## config.mk

```make
export PLATFORM = sky130hd
export DESIGN_NAME = pll_gate_ctrl
export DESIGN_NICKNAME = d
export VERILOG_FILES = /design/src/rtl/pgc_pkg.sv /design/src/rtl/pgc_sync.sv /design/src/rtl/pgc_lock_timer.sv /design/src/rtl/pgc_fsm.sv /design/src/rtl/pll_gate_ctrl.sv
export SDC_FILE = /design/constraint.sdc
export NUM_CORES = 1
export LEC_CHECK = 0
export BUFFER_PORTS_ARGS = -buffer_cell sky130_fd_sc_hd__buf_2
export CAP_MARGIN = 20
export CORE_MARGIN = 5
export CORE_UTILIZATION = 36
export CTS_CLUSTER_SIZE = 40
export DETAILED_ROUTE_END_ITERATION = 12
export PLACE_DENSITY = 0.66
export SYNTH_ARGS = -nofsm -noshare
export SYNTH_HDL_FRONTEND = slang
export SYNTH_SLANG_ARGS = --single-unit
```

## constraint.sdc

```tcl
create_clock -name clk_i -period 3.5 [get_ports clk_i]
set_clock_uncertainty 0.15 [all_clocks]
set_input_delay 0.525 -clock clk_i [delete_from_list [all_inputs] [get_ports clk_i]]
set_output_delay 0.525 -clock clk_i [all_outputs]
set_load 0.01 [all_outputs]
```

## src/rtl/pgc_pkg.sv

```systemverilog
`timescale 1ns/1ps
package pgc_pkg;
  typedef enum logic [1:0] {
    PGC_OFF     = 2'd0,
    PGC_STARTUP = 2'd1,
    PGC_QUALIFY = 2'd2,
    PGC_RUNNING = 2'd3
  } pgc_state_e;

  // first-opening qualification policy, decoded once at enable
  typedef enum logic [1:0] {
    POL_LOCK  = 2'd0,
    POL_TIMER = 2'd1,
    POL_FAST  = 2'd2
  } pgc_policy_e;
endpackage

```

## src/rtl/pgc_sync.sv

```systemverilog
`timescale 1ns/1ps
module pgc_sync #(
  parameter int STAGES = 2
) (
  input  logic clk_i,
  input  logic rst_ni,
  input  logic d_i,
  output logic q_o
);
  logic [STAGES-1:0] chain_q;

  for (genvar g = 0; g < STAGES; g++) begin : g_stage
    if (g == 0) begin : g_first
      always_ff @(posedge clk_i or negedge rst_ni) begin
        if (!rst_ni) chain_q[g] <= 1'b0;
        else         chain_q[g] <= d_i;
      end
    end else begin : g_next
      always_ff @(posedge clk_i or negedge rst_ni) begin
        if (!rst_ni) chain_q[g] <= 1'b0;
        else         chain_q[g] <= chain_q[g-1];
      end
    end
  end

  assign q_o = chain_q[STAGES-1];
endmodule

```

## src/rtl/pgc_lock_timer.sv

```systemverilog
`timescale 1ns/1ps
module pgc_lock_timer #(
  parameter int LT_W     = 4,
  parameter int PRESCALE = 16
) (
  input  logic            clk_i,
  input  logic            rst_ni,
  input  logic            clear_i,
  input  logic            load_i,
  input  logic [LT_W-1:0] steps_i,
  input  logic            dec_i,
  output logic            expired_o
);
  localparam int PS_W  = (PRESCALE > 1) ? $clog2(PRESCALE) : 1;
  localparam int CNT_W = LT_W + PS_W;

  logic [CNT_W-1:0] cnt_q;
  logic [CNT_W-1:0] load_val;

  assign load_val = CNT_W'(steps_i) * CNT_W'(PRESCALE);

  always_ff @(posedge clk_i or negedge rst_ni) begin
    if (!rst_ni)                       cnt_q <= '0;
    else if (clear_i)                  cnt_q <= '0;
    else if (load_i)                   cnt_q <= load_val;
    else if (dec_i && (cnt_q != '0))   cnt_q <= cnt_q - 1'b1;
  end

  assign expired_o = (cnt_q == '0);
endmodule

```

## src/rtl/pgc_fsm.sv

```systemverilog
`timescale 1ns/1ps
module pgc_fsm
  import pgc_pkg::*;
#(
  parameter int LT_W = 4
) (
  input  logic            clk_i,
  input  logic            rst_ni,
  input  logic            enable_i,
  input  logic            startup_done_i,
  input  logic            lock_sync_i,
  input  logic [LT_W-1:0] lock_steps_i,
  input  logic            fast_wake_i,
  input  logic            lock_bypass_i,
  input  logic            timer_expired_i,
  output logic            timer_clear_o,
  output logic            timer_load_o,
  output logic            timer_dec_o,
  output logic [LT_W-1:0] steps_o,
  output logic            gate_en_o,
  output logic            lock_flag_o,
  output pgc_state_e      state_o,
  output pgc_policy_e     policy_o,
  output logic            bypass_o,
  output logic            acq_o
);
  pgc_state_e  state_q, state_d;
  pgc_policy_e policy_q;
  logic [LT_W-1:0] steps_q;
  logic bypass_q, acq_q, acq_d, lock_q, lock_d, gate_q, gate_d;
  logic load, dec;

  // configuration capture: only on the switch-on edge
  always_ff @(posedge clk_i or negedge rst_ni) begin
    if (!rst_ni) begin
      policy_q <= POL_LOCK;
      steps_q  <= '0;
      bypass_q <= 1'b0;
    end else if ((state_q == PGC_OFF) && enable_i) begin
      if (fast_wake_i)             policy_q <= POL_FAST;
      else if (lock_steps_i != '0) policy_q <= POL_TIMER;
      else                         policy_q <= POL_LOCK;
      steps_q  <= lock_steps_i;
      bypass_q <= lock_bypass_i;
    end
  end

  always_comb begin
    state_d = state_q;
    lock_d  = 1'b0;
    acq_d   = acq_q;
    load    = 1'b0;
    dec     = 1'b0;
    unique case (state_q)
      PGC_OFF: begin
        acq_d = 1'b0;
        if (enable_i) state_d = PGC_STARTUP;
      end
      PGC_STARTUP: begin
        if (startup_done_i) begin
          if (policy_q == POL_FAST) begin
            state_d = PGC_RUNNING;
            lock_d  = lock_sync_i;
            acq_d   = lock_sync_i;
          end else begin
            state_d = PGC_QUALIFY;
            load    = (policy_q == POL_TIMER);
          end
        end
      end
      PGC_QUALIFY: begin
        if (policy_q == POL_TIMER) begin
          dec = 1'b1;
          if (timer_expired_i) begin
            state_d = PGC_RUNNING;
            lock_d  = 1'b1;
            acq_d   = 1'b1;
          end
        end else if (lock_sync_i) begin
          state_d = PGC_RUNNING;
          lock_d  = 1'b1;
          acq_d   = 1'b1;
        end
      end
      PGC_RUNNING: begin
        lock_d = lock_sync_i;
        acq_d  = acq_q | lock_sync_i;
      end
      default: state_d = PGC_OFF;
    endcase
    if (!enable_i) begin
      state_d = PGC_OFF;
      lock_d  = 1'b0;
      acq_d   = 1'b0;
      load    = 1'b0;
      dec     = 1'b0;
    end
    gate_d = (state_d == PGC_RUNNING) && (bypass_q || !acq_d || lock_d);
  end

  always_ff @(posedge clk_i or negedge rst_ni) begin
    if (!rst_ni) begin
      state_q <= PGC_OFF;
      lock_q  <= 1'b0;
      acq_q   <= 1'b0;
      gate_q  <= 1'b0;
    end else begin
      state_q <= state_d;
      lock_q  <= lock_d;
      acq_q   <= acq_d;
      gate_q  <= gate_d;
    end
  end

  assign timer_clear_o = !enable_i;
  assign timer_load_o  = load;
  assign timer_dec_o   = dec;
  assign steps_o       = steps_q;
  assign gate_en_o     = gate_q;
  assign lock_flag_o   = lock_q;
  assign state_o       = state_q;
  assign policy_o      = policy_q;
  assign bypass_o      = bypass_q;
  assign acq_o         = acq_q;
endmodule

```

## src/rtl/pll_gate_ctrl.sv

```systemverilog
`timescale 1ns/1ps
module pll_gate_ctrl
  import pgc_pkg::*;
#(
  parameter int LT_W        = 4,
  parameter int PRESCALE    = 16,
  parameter int SYNC_STAGES = 2
) (
  input  logic            clk_i,
  input  logic            rst_ni,
  input  logic            enable_i,
  input  logic            pll_lock_i,
  input  logic            startup_done_i,
  input  logic [LT_W-1:0] lock_steps_i,
  input  logic            fast_wake_i,
  input  logic            lock_bypass_i,
  output logic            gate_en_o,
  output logic            lock_flag_o
);
  logic            lock_sync;
  logic            tmr_clear, tmr_load, tmr_dec, tmr_expired;
  logic [LT_W-1:0] steps;
  pgc_state_e      state;
  pgc_policy_e     policy;
  logic            bypass, acq;

  pgc_sync #(.STAGES(SYNC_STAGES)) u_sync (
    .clk_i (clk_i),
    .rst_ni(rst_ni),
    .d_i   (pll_lock_i),
    .q_o   (lock_sync)
  );

  pgc_lock_timer #(.LT_W(LT_W), .PRESCALE(PRESCALE)) u_timer (
    .clk_i    (clk_i),
    .rst_ni   (rst_ni),
    .clear_i  (tmr_clear),
    .load_i   (tmr_load),
    .steps_i  (steps),
    .dec_i    (tmr_dec),
    .expired_o(tmr_expired)
  );

  pgc_fsm #(.LT_W(LT_W)) u_fsm (
    .clk_i          (clk_i),
    .rst_ni         (rst_ni),
    .enable_i       (enable_i),
    .startup_done_i (startup_done_i),
    .lock_sync_i    (lock_sync),
    .lock_steps_i   (lock_steps_i),
    .fast_wake_i    (fast_wake_i),
    .lock_bypass_i  (lock_bypass_i),
    .timer_expired_i(tmr_expired),
    .timer_clear_o  (tmr_clear),
    .timer_load_o   (tmr_load),
    .timer_dec_o    (tmr_dec),
    .steps_o        (steps),
    .gate_en_o      (gate_en_o),
    .lock_flag_o    (lock_flag_o),
    .state_o        (state),
    .policy_o       (policy),
    .bypass_o       (bypass),
    .acq_o          (acq)
  );
endmodule

```

==> flow_summary.yaml <==
status:
  status: "finished clean"
timing:
  slew_violations: 0
  fin_tns_setup_ps: 0
  fin_crit_sh_pct: 55.0
  grt_setup_unrepaired: "false"
  hold_viol: 0
  min_period_ps: 1920
  fmax_mhz: 520
  worst_slew_pin_slew_ps: 537
  setup_viol: 0
  relSlewSlack_pct: 64.1
routing:
  dr.pass1.iters: 4
  ant_nets: 0
  wl_per_cell_um: 14.3
  drt_iter0_markers: 20
  drc: 0
  wl_um: 2080
  post_drt_via_cell_ratio: 5.57
  via_count: 808
clocking:
  worstSkewPairLatency_ps: 300
  cts_buffers: 3
  clock-sinks: 22
  post_cts_buffers: 0
  h-tree-depth: 1
  cts_resized: 0
  cts_tree: "done"
  cts_buffer_depth: 2
  path_clk_slew_ps: 120
  root_buffer: "clkbuf_4"
  cts_hold_buf: 0
floorplanning:
  core_area_um2: 2980
  die-area_um2: 4220
  fp.dieH_um: 65.0
  std_cell_rows: 20
  ios: 13
  die_w_um: 65.0
  initial_core_util_pct: 36.5
grt:
  grt_overflow_total: 0
  grt_max_degree: 23
  antenna_found_initial: 0
  grtUsageTotal_pct: 11.6
  grt_first_pass_wirelength_um: 3830
  first_global_vias: 897
worst_setup_path:
  crit_type: "flip-flop to flip-flop"
  path_cells: "nor4_4 -> a31oi_1 -> nand3b_1 -> a211oi_1"
  cp.arrival_ps: 1990
  path_max_fanout: 7
  crit_buf_inv: 0
  required_ps: 3560
  worst_path_max_delay_cell: "nor4_4"
  cp-start-kind: "flip-flop"
  setup.worst_path.end_class: "flip-flop"
  cp_top_family: "simple AND/OR/NAND/NOR gates"
  cpPeakStageDelay_ps: 520
power_and_ir_drop:
  total_power_mw: 0.513
  p_seq_share_pct: 59.2
  p_clk_share_pct: 26.6
  switchingPower_mw: 0.135
  pwr-share-comb_pct: 14.2
  vdd.ir_drop.worst_mv: 0.235
  p_int_mw: 0.378
  p_leak_nw: 0.504
  power_density_nw_per_um2: 422
  swShare_pct: 26.3
placement:
  globalplace.congestion: 0.855
  dpl.hpwl_um: 1610
  portBuffers: 12
job:
  cap_violations: 0
logic_synthesis:
  ys_ff_latch: 22
  synth_area_per_cell_um2: 11.0
  ys.warnings.count: 0
  netlist_instances: 99
  synth_seq_area_share_pct: 50.6
  synth_cell_types: 34
  syn_nets: 111
  netlist_area_um2: 1090
final_layout:
  diodes: 0
  num-nets-final: 125
  syn_to_final_growth_pct: 11.6
  final_layout_size_suffix_gt1_share_pct: 20.5
  fillers: 282
worst_hold_path:
  holdCritPathClass: "input pin to asynchronous set/reset pin"
cell type report:
class | count | area (um2) | share of cell area [%]
timing repair buffer | 12 | 60.1 | 4.95
clock buffer | 4 | 36.3 | 2.99
tap | 33 | 41.3 | 3.40
multi-input combinational | 70 | 510 | 42.1
inverter | 4 | 15.0 | 1.24
sequential | 22 | 551 | 45.4
placed cells by master, fill, tap and decap left out, drive strengths merged:
cell type | synthesis | routed
clkbuf | 3 | 4
nand3 | 3 | 3
nor3 | 2 | 2
or4b | 1 | 1
a2111oi | 2 | 2
o31ai | 1 | 1
buf | 0 | 12
nand3b | 1 | 1
or4 | 1 | 1
ha | 1 | 1
nand2b | 2 | 2
nor2b | 2 | 2
mux2 | 6 | 6
a41oi | 1 | 1
o21ai | 9 | 9
nor4 | 2 | 2
nor3b | 1 | 1
and3b | 1 | 1
inv | 4 | 4
a211oi | 3 | 3
xnor2 | 4 | 4
nor4bb | 1 | 1
a211o | 1 | 1
o41ai | 1 | 1
a21oi | 6 | 6
a31oi | 4 | 4
nand2 | 3 | 3
dfrtp | 22 | 22
a22oi | 1 | 1
nor2 | 6 | 6
or3 | 2 | 2
nand4bb | 1 | 1
and3 | 1 | 1
sequential cells by signal, summed over array words and instances (netlist names):
name,count
u_fsm.policy_o,2
u_sync.q_o,1
u_fsm.state_o,2
u_timer.cnt_q,8
u_sync.chain_q,1
u_fsm.gate_en_o,1
u_fsm.lock_flag_o,1
u_fsm.bypass_o,1
u_fsm.steps_o,4
u_fsm.acq_o,1
power by group through the flow:
stage	sequential [mW]	clock [mW]	combinational (mW)
after floorplan	0.298	0	0.0550
after global placement	0.307	0	0.0716
after detailed placement	0.308	0	0.0735
after CTS	0.303	0.142	0.0739
after global routing	0.308	0.152	0.0829
final	0.304	0.136	0.0727
Yosys cell counts, drive strengths merged:
cell type,n,area [um2]
a2111oi,2,30.0
nor2,6,22.5
a21oi,6,30.0
nand3b,1,7.51
ha,1,12.5
nor3,2,10.0
a41oi,1,8.76
or3,2,12.5
nor4bb,1,10.0
nand2b,2,12.5
and3b,1,8.76
mux2,6,67.6
dfrtp,22,551
xnor2,4,35.0
nand2,3,11.3
nor2b,2,12.5
or4,1,11.3
nand3,3,15.0
inv,4,15.0
a22oi,1,7.51
o41ai,1,8.76
a211oi,3,22.5
a31oi,4,25.0
clkbuf,3,11.3
nor3b,1,12.5
nand4bb,1,11.3
a211o,1,8.76
nor4,2,27.5
o21ai,9,45.0
o31ai,1,7.51
and3,1,6.26
or4b,1,10.0
worst paths after layout:
| path | startpoint | end | slack [ps] | cells past startpoint |
|---|---|---|---|---|
| setup / recovery | u_timer.cnt_q[4] | u_fsm.gate_en_o | 1580 | 4 |
| hold reg to reg | u_sync.chain_q[0] | u_sync.q_o | 210 | 0 |
| setup reg to reg | u_timer.cnt_q[4] | u_fsm.gate_en_o | 1580 | 4 |
| hold / removal | rst_ni | u_fsm.lock_flag_o | 10 | 1 |
| max in group asynchronous | rst_ni | u_sync.q_o | 2870 | 1 |
| min in group clk_i | pll_lock_i | u_sync.chain_q[0] | 170 | 1 |
cell families (layout without fill, tap and decap cells):
family,Yosys count,after routing,share of synthesized area (%)
multiplexers,6,6,6.21
AO/OA/AOI/OAI,29,29,17.8
buffers and inverters,7,20,2.42
XOR/XNOR,4,4,3.22
AND/OR/NAND/NOR,30,30,18.5
adder cells (fa/ha/maj),1,1,1.15
flip-flops,22,22,50.6
per-layer routing:
| layer | vias up | share of wire [%] | routed length, um | global-route usage [%] |
|---|---|---|---|---|
| li1 | 401 | - | - | - |
| met1 | 386 | 47 | 968 | 14.7 |
| met2 | 15 | 49 | 1010 | 18.6 |
| met3 | 6 | 2.6 | 54 | 2.08 |
| met4 | 0 | 2.0 | 42 | 6.33 |
| met5 | - | 0 | 0 | 0 |
through the flow:
step / cell area, um2 / worst slack (ps) / util (%) / cells / hold WS [ps]
floorplan: 1090 / 1690 / - / 99 / 79.4
global placement: 1180 / 1620 / 39.5 / 141 / 186
detailed placement: 1180 / 1590 / 39.5 / 141 / 186
CTS: 1210 / 1570 / 40.8 / 145 / 26.9
global route: 1210 / 1420 / 40.8 / 145 / 40.4
finish: 1210 / 1580 / 40.8 / 145 / 13.3
Note: power is estimated with default switching activity, not from simulation.
